### src/rtl/wdt_pkg.sv
package wdt_pkg;
  localparam logic [4:0] ADDR_CNT_BASE = 5'h0C;
  localparam int CTRL_EN_BIT    = 1;
  localparam int CTRL_STEER_BIT = 0;
  localparam int STAT_FLAG_BIT  = 1;

  function automatic logic [3:0] bcd_dec(input logic [3:0] d);
    return (d == 4'd0) ? 4'd9 : d - 4'd1;
  endfunction
endpackage

### src/rtl/wdt_regs.sv
module wdt_regs
  import wdt_pkg::*;
#(
  parameter int ADDR_W    = 5,
  parameter int CNT_BYTES = 2,
  localparam int CW       = 8 * CNT_BYTES
) (
  input  logic              clk_i,
  input  logic              rst_ni,
  input  logic              wr_en_i,
  input  logic              rd_en_i,
  input  logic [ADDR_W-1:0] addr_i,
  input  logic [7:0]        wdata_i,
  input  logic              fire_i,
  output logic              load_o,
  output logic [CW-1:0]     load_val_o,
  output logic              en_o,
  output logic              steer_o,
  output logic              flag_o,
  output logic              src_rst_o,
  output logic [7:0]        rdata_o
);
  localparam logic [ADDR_W-1:0] A_BASE = ADDR_W'(ADDR_CNT_BASE);
  localparam logic [ADDR_W-1:0] A_STAT = A_BASE + ADDR_W'(CNT_BYTES);
  localparam logic [ADDR_W-1:0] A_CTRL = A_STAT + ADDR_W'(1);

  logic [7:0]           cnt_byte_q [CNT_BYTES];
  logic [CNT_BYTES-1:0] hit;
  logic                 flag_q, src_rst_q, en_q, steer_q;
  logic                 stat_rd;

  for (genvar i = 0; i < CNT_BYTES; i++) begin : g_byte
    assign hit[i] = wr_en_i && (addr_i == A_BASE + ADDR_W'(i));
    assign load_val_o[8*i +: 8] = hit[i] ? wdata_i : cnt_byte_q[i];
    always_ff @(posedge clk_i or negedge rst_ni) begin
      if (!rst_ni)     cnt_byte_q[i] <= '0;
      else if (hit[i]) cnt_byte_q[i] <= wdata_i;
    end
  end

  assign load_o  = |hit;
  assign stat_rd = rd_en_i && (addr_i == A_STAT);

  always_ff @(posedge clk_i or negedge rst_ni) begin
    if (!rst_ni) begin
      en_q    <= 1'b0;
      steer_q <= 1'b0;
    end else if (wr_en_i && addr_i == A_CTRL) begin
      en_q    <= wdata_i[CTRL_EN_BIT];
      steer_q <= wdata_i[CTRL_STEER_BIT];
    end
  end

  // set has priority over read-clear
  always_ff @(posedge clk_i or negedge rst_ni) begin
    if (!rst_ni) begin
      flag_q    <= 1'b0;
      src_rst_q <= 1'b0;
    end else if (fire_i) begin
      flag_q    <= 1'b1;
      src_rst_q <= steer_q;
    end else if (stat_rd) begin
      flag_q    <= 1'b0;
    end
  end

  always_ff @(posedge clk_i or negedge rst_ni) begin
    if (!rst_ni) rdata_o <= '0;
    else if (rd_en_i) begin
      rdata_o <= '0;
      for (int i = 0; i < CNT_BYTES; i++)
        if (addr_i == A_BASE + ADDR_W'(i)) rdata_o <= cnt_byte_q[i];
      if (addr_i == A_STAT) rdata_o[STAT_FLAG_BIT] <= flag_q;
      if (addr_i == A_CTRL) begin
        rdata_o[CTRL_EN_BIT]    <= en_q;
        rdata_o[CTRL_STEER_BIT] <= steer_q;
      end
    end
  end

  assign en_o      = en_q;
  assign steer_o   = steer_q;
  assign flag_o    = flag_q;
  assign src_rst_o = src_rst_q;

  assert_flag_set_R5: assert property (@(posedge clk_i) disable iff (!rst_ni)
    fire_i |=> flag_q);
  assert_rd_clear_R8: assert property (@(posedge clk_i) disable iff (!rst_ni)
    (stat_rd && !fire_i) |=> !flag_q);
endmodule

### src/rtl/wdt_bcd_cnt.sv
module wdt_bcd_cnt
  import wdt_pkg::*;
#(
  parameter int DIGITS = 4,
  localparam int CW    = 4 * DIGITS
) (
  input  logic          clk_i,
  input  logic          rst_ni,
  input  logic          load_i,
  input  logic [CW-1:0] load_val_i,
  input  logic          tick_i,
  input  logic          en_i,
  output logic          fire_o
);
  logic [CW-1:0]   cnt_q, cnt_dec;
  logic [DIGITS:0] borrow;
  logic            active;

  assign borrow[0] = 1'b1;
  for (genvar i = 0; i < DIGITS; i++) begin : g_dig
    assign borrow[i+1]      = borrow[i] && (cnt_q[4*i +: 4] == 4'd0);
    assign cnt_dec[4*i +: 4] = borrow[i] ? bcd_dec(cnt_q[4*i +: 4]) : cnt_q[4*i +: 4];
  end

  assign active = tick_i && en_i && (cnt_q != '0) && !load_i;
  assign fire_o = active && (cnt_q == CW'(1));

  always_ff @(posedge clk_i or negedge rst_ni) begin
    if (!rst_ni)     cnt_q <= '0;
    else if (load_i) cnt_q <= load_val_i;
    else if (active) cnt_q <= cnt_dec;
  end

  assert_zero_hold_R9: assert property (@(posedge clk_i) disable iff (!rst_ni)
    (cnt_q == '0 && !load_i) |=> (cnt_q == '0));
  assert_hold_disabled_R10: assert property (@(posedge clk_i) disable iff (!rst_ni)
    (!en_i && !load_i) |=> $stable(cnt_q));
  assert_tick_moves_R4: assert property (@(posedge clk_i) disable iff (!rst_ni)
    (tick_i && en_i && !load_i && cnt_q != '0) |=> (cnt_q != $past(cnt_q)));
endmodule

### src/rtl/wdt_rst_pulse.sv
module wdt_rst_pulse #(
  parameter int PULSE_CYC = 16,
  localparam int PW       = $clog2(PULSE_CYC + 1)
) (
  input  logic clk_i,
  input  logic rst_ni,
  input  logic start_i,
  output logic rst_no
);
  logic [PW-1:0] left_q;

  always_ff @(posedge clk_i or negedge rst_ni) begin
    if (!rst_ni)             left_q <= '0;
    else if (start_i)        left_q <= PW'(PULSE_CYC);
    else if (left_q != '0)   left_q <= left_q - PW'(1);
  end

  assign rst_no = (left_q == '0);

  assert_pulse_start_R6: assert property (@(posedge clk_i) disable iff (!rst_ni)
    start_i |=> !rst_no);
  assert_no_spurious_R6: assert property (@(posedge clk_i) disable iff (!rst_ni)
    $fell(rst_no) |-> $past(start_i));
endmodule

### src/rtl/bcd_watchdog.sv
module bcd_watchdog #(
  parameter int ADDR_W    = 5,
  parameter int CNT_BYTES = 2,
  parameter int PULSE_CYC = 16
) (
  input  logic              clk_i,
  input  logic              rst_ni,
  input  logic              tick_i,
  input  logic              wr_en_i,
  input  logic              rd_en_i,
  input  logic [ADDR_W-1:0] addr_i,
  input  logic [7:0]        wdata_i,
  output logic [7:0]        rdata_o,
  output logic              wdog_rst_no,
  output logic              irq_o
);
  localparam int DIGITS = 2 * CNT_BYTES;
  localparam int CW     = 4 * DIGITS;

  logic          load, en, steer, flag, src_rst, fire;
  logic [CW-1:0] load_val;

  wdt_regs #(.ADDR_W(ADDR_W), .CNT_BYTES(CNT_BYTES)) u_regs (
    .clk_i, .rst_ni, .wr_en_i, .rd_en_i, .addr_i, .wdata_i,
    .fire_i(fire), .load_o(load), .load_val_o(load_val), .en_o(en),
    .steer_o(steer), .flag_o(flag), .src_rst_o(src_rst), .rdata_o
  );

  wdt_bcd_cnt #(.DIGITS(DIGITS)) u_cnt (
    .clk_i, .rst_ni, .load_i(load), .load_val_i(load_val),
    .tick_i, .en_i(en), .fire_o(fire)
  );

  wdt_rst_pulse #(.PULSE_CYC(PULSE_CYC)) u_pulse (
    .clk_i, .rst_ni, .start_i(fire && steer), .rst_no(wdog_rst_no)
  );

  assign irq_o = flag && !src_rst;

  assert_steer_rst_R6: assert property (@(posedge clk_i) disable iff (!rst_ni)
    (fire && steer) |=> (!wdog_rst_no && !irq_o));
  assert_steer_irq_R7: assert property (@(posedge clk_i) disable iff (!rst_ni)
    (fire && !steer) |=> irq_o);
endmodule

### config.mk
export PLATFORM = sky130hd
export DESIGN_NAME = bcd_watchdog
export DESIGN_NICKNAME = d
export VERILOG_FILES = /design/src/rtl/wdt_pkg.sv /design/src/rtl/wdt_regs.sv /design/src/rtl/wdt_bcd_cnt.sv /design/src/rtl/wdt_rst_pulse.sv /design/src/rtl/bcd_watchdog.sv
export SDC_FILE = /design/constraint.sdc
export NUM_CORES = 1
export LEC_CHECK = 0
export ABC_AREA = 1
export BUFFER_PORTS_ARGS = -buffer_cell sky130_fd_sc_hd__buf_2
export CAP_MARGIN = 0
export CELL_PAD_IN_SITES_DETAIL_PLACEMENT = 0
export CELL_PAD_IN_SITES_GLOBAL_PLACEMENT = 2
export CORE_MARGIN = 5
export CORE_UTILIZATION = 31
export CTS_CLUSTER_SIZE = 20
export DETAILED_ROUTE_END_ITERATION = 6
export PLACE_DENSITY_LB_ADDON = 0.1
export SYNTH_ARGS = -nofsm -noshare
export SYNTH_HDL_FRONTEND = slang
export SYNTH_HIERARCHICAL = 1
export SYNTH_SLANG_ARGS = --single-unit
### constraint.sdc
create_clock -name clk_i -period 1.5 [get_ports clk_i]
set_input_delay 0.3 -clock clk_i [delete_from_list [all_inputs] [get_ports clk_i]]
set_output_delay 0.3 -clock clk_i [all_outputs]
set_load 0.01 [all_outputs]
==> impl_metrics.csv <==
group,metric,value,unit
setup_path,crit_buf_inv,0,
floorplan,num_io_pins,28,
synthesis,synth_edf_count,0,
setup_path,arrival,1.77,ns
timing,finalCritPeriodShare,1.045,
detailed_routing,wl_per_cell,12.85,um
setup_path,crit_slowest_cell,"dfrtp_1",
setup_path,cp-end-kind,"register",
cts,cts_sinks,49,
synthesis,netlist-cell-type-count,30,
pwr,p_comb_frac,0.483,
synthesis,synth_ff_type,"dfrtp_1",
global_route,grt_pass1_wl,11470,um
setup_path,ff2ff_path_depth,6,
cts,cts.clk_slew.worst_paths,0.11,ns
cts,htreeDepth,2,
detailed_routing,wirelength,6913,um
synthesis,synth_area_leader_cell,"dfrtp_1",
synthesis,yosysTopAreaCellShare,0.4550,
timing,rsz0062_at_grt,"yes",
place,gp_congestion,0.7254,
setup_path,r2r_slack,-0.07,ns
setup_path,path_class,"register to register",
floorplan,die_h,103.2,um
global_route,grt_pass1_vias,2327,
pwr,finalPower,5.413,mW
setup_path,critPathLaunchType,"register",
setup_path,path_cells,"nor2_2, nand2_2, nor2_4, nand4_1, nor3_4, mux2_2",
finish,fin_nets,448,
floorplan,core_area,8593,sq um
setup_path,crit_start,"u_cnt/cnt_q[13]$_DFFE_PN0P_",
detailed_routing,drt-pass1-iter-count,4,
synthesis,synth.most_common_cell,"nand2_1",
place,dp.final_hpwl,5220,um
place,port_buffers,27,
finish,fillers,909,
pwr,power_leakage,1.898,nW
global_route,grtUsageMet2,0.2294,
cts,numCtsBuffers,5,
synthesis,synth.top_cells.by_count,"nand2_1, dfrtp_1, nand3_1",
timing,slew_headroom,0.8208,
synthesis,synth_nets,374,
pwr,pwr-share-clk,0.158,
timing,slew_viol_final,0,
global_route,grt-ovfl-total,0,
global_route,grt_util_met1,0.1833,
finish,multi_input_area,1403,sq um
synthesis,synth_top_family_by_area,"simple AND/OR/NAND/NOR gates",
synthesis,synthMuxAreaShare,0.004178,
timing,fmax,0.6378,GHz
pwr,swShare,0.3985,
cts,clk_latency,0.31,ns
synthesis,synth_cells,355,
synthesis,syn_area_per_cell,7.592,sq um
detailed_routing,num_vias,2443,
pwr,powerDensity,1532,nW/um^2
finish,antenna_cells,0,
global_route,grt_antenna_before_repair,0,
timing,tightest_slew,0.2688,ns
timing,final.setup.worst_slack,-0.06780,ns
global_route,busiest_layer,"met2",
detailed_routing,vias_per_cell,4.541,
min_path,hold_path_class,"input port to register",
synthesis,synth_warnings,6,
pwr,power_frac_seq,0.360,
pwr,power_switching,2.157,mW
synthesis,synth-seq-area-share,0.4550,
setup_path,critPathMaxFanout,3,
run,drv_cap,0,
setup_path,cp_slowest_stage_delay,0.40,ns
pwr,p_int,3.256,mW
timing,finalSetupTns,-0.2051,ns
floorplan,rows,34,
status,violations,"setup timing",
status,outcome,"finished with violations",
cts,cts_tree,"built",
setup_path,worstPathRequired,1.70,ns
detailed_routing,remaining_drc_errors,0,
global_route,grt_usage,0.1376,
synthesis,ys_ff_latch,49,
synthesis,synth-simple-area-share,0.3626,
synthesis,synth-xor-area-share,0.009749,
detailed_routing,detail-route-antenna-nets,0,
floorplan,die_w,103.2,um
setup_path,crit_path_end,"u_regs/src_rst_o$_DFFE_PN0P_",
global_route,grt_max_degree,50,
floorplan,start_util,0.3136,
finish,regArea,1226,sq um
finish,drive_gt1_frac,0.3349,
setup_path,crit_cells,6,
synthesis,async_flop_share,1.000,
global_route,groute.layer.met3.usage,0.02683,
setup_path,cp_top_family,"simple AND/OR/NAND/NOR gates",
synthesis,synth_compound_area_frac,0.09099,
timing,fin_skew,0.008931,ns
synthesis,synth-adder-area-share,0.004643,
timing,setup_viol,5,
timing,fin_crit,1.568,ns
floorplan,die_area,10660,sq um
setup_path,regToRegStartpoint,"u_cnt/cnt_q[13]$_DFFE_PN0P_",
pwr,ir_worst_vdd,0.0006986,V
finish,area_delta_synth_final,31.06,%
detailed_routing,drt_iter0_drc,70,
synthesis,synth_area,2695,sq um
cts,cts_buffer_depth,2,
cts,cts_root_buffer,"clkbuf_8",
synthesis,yosys-top-cells-area,"dfrtp_1, nand2_1, nand3_1, inv_1, o21ai_0",
timing,hold_viol,0,
setup_path,timing.rr.end,"u_regs/src_rst_o$_DFFE_PN0P_",
-- final cells by class --
class / count / area share
Timing Repair Buffer: 75 / 0.1484
Inverter: 36 / 0.04215
Multi-Input combinational cell: 262 / 0.3971
Tap cell: 108 / 0.03826
Clock buffer: 5 / 0.01948
Sequential cell: 49 / 0.3471
Clock inverter: 3 / 0.007439
-- cells by family after synthesis --
| group | count (synthesis) |
|---|---|
| AOI/OAI and AO/OA | 44 |
| xor gates and xnor gates | 3 |
| adders and majority gates | 1 |
| buffers and inverters | 44 |
| DFF | 49 |
| muxes | 1 |
| and+or+nand+nor | 213 |
-- cell usage in the layout (no fill, tap or decap), drive strengths merged --
master / count
nand2: 142
buf: 74
dfrtp: 49
nand3: 35
inv: 35
nor2: 33
o21ai: 32
a21oi: 9
clkbuf: 5
clkinvlp: 3
xor2: 3
nand4: 2
dlygate4sd3: 1
nor3: 1
clkinv: 1
a31oi: 1
ha: 1
o211ai: 1
a21o: 1
mux2: 1
-- registers in the layout (all words and copies together) (netlist names) --
signal / count
u_cnt/cnt_q: 16
u_regs/cnt_byte_q: 16
u_regs/rdata_o: 8
u_pulse/left_q: 5
u_regs/en_o: 1
u_regs/flag_o: 1
u_regs/src_rst_o: 1
u_regs/steer_o: 1
-- power groups by stage --
stage | clock network (mW) | registers (mW) | logic, mW
final | 0.853 | 1.95 | 2.61
after global routing | 0.934 | 2.00 | 2.96
after CTS | 0.895 | 1.94 | 2.42
after detailed placement | 0 | 1.97 | 2.26
after global placement | 0 | 1.96 | 2.26
after floorplan | 0 | 1.97 | 1.32
-- metal layers --
metal / routed length [um] / vias to the layer above
met5: 0 / -
met4: 77 / 0
met3: 247 / 5
met2: 3325 / 31
met1: 3263 / 1142
li1: - / 1265
-- stage by stage --
step	hold slack, ns	setup WS [ns]	util	area [sq um]	cells
after detailed placement	0.3173	-0.2197	0.3808	3272	524
after global placement	0.3152	-0.2107	0.3808	3272	524
after CTS	0.2410	-0.07840	0.4000	3437	536
after floorplan	0.004409	-0.02276	-	2745	355
final	0.2448	-0.06780	0.4110	3532	538
after global routing	0.2493	-0.2076	0.4110	3532	538
-- worst min-delay path, cell delays in order --
cell and delay [ns]:
buf_2 0.09, nand2_1 0.05, nand2_1 0.09
-- repair_timing --
action,4_1_cts,5_1_grt
resized for setup,11,24
hold buffers,1,0
endpoints found under the hold margin,49,0
setup buffers,3,2
pin swaps,3,9
setup endpoints to repair,7,23
-- worst min-delay path by stage --
stage | from | endpoint | slack [ns] | cells after the start
floorplan | rst_ni | u_cnt/cnt_q[0]$_DFFE_PN0P_ | 0.004 | 0
global placement | rst_ni | u_regs/rdata_o[6]$_DFFE_PN0P_ | 0.32 | 2
CTS | wdata_i[4] | u_regs/cnt_byte_q[4]$_DFF_PN0_ | 0.24 | 3
global route | wdata_i[0] | u_regs/steer_o$_DFFE_PN0P_ | 0.25 | 3
detailed placement | rst_ni | u_regs/rdata_o[6]$_DFFE_PN0P_ | 0.32 | 2
finish | wdata_i[4] | u_regs/cnt_byte_q[4]$_DFF_PN0_ | 0.24 | 3
(Power assumes the default switching activity.)
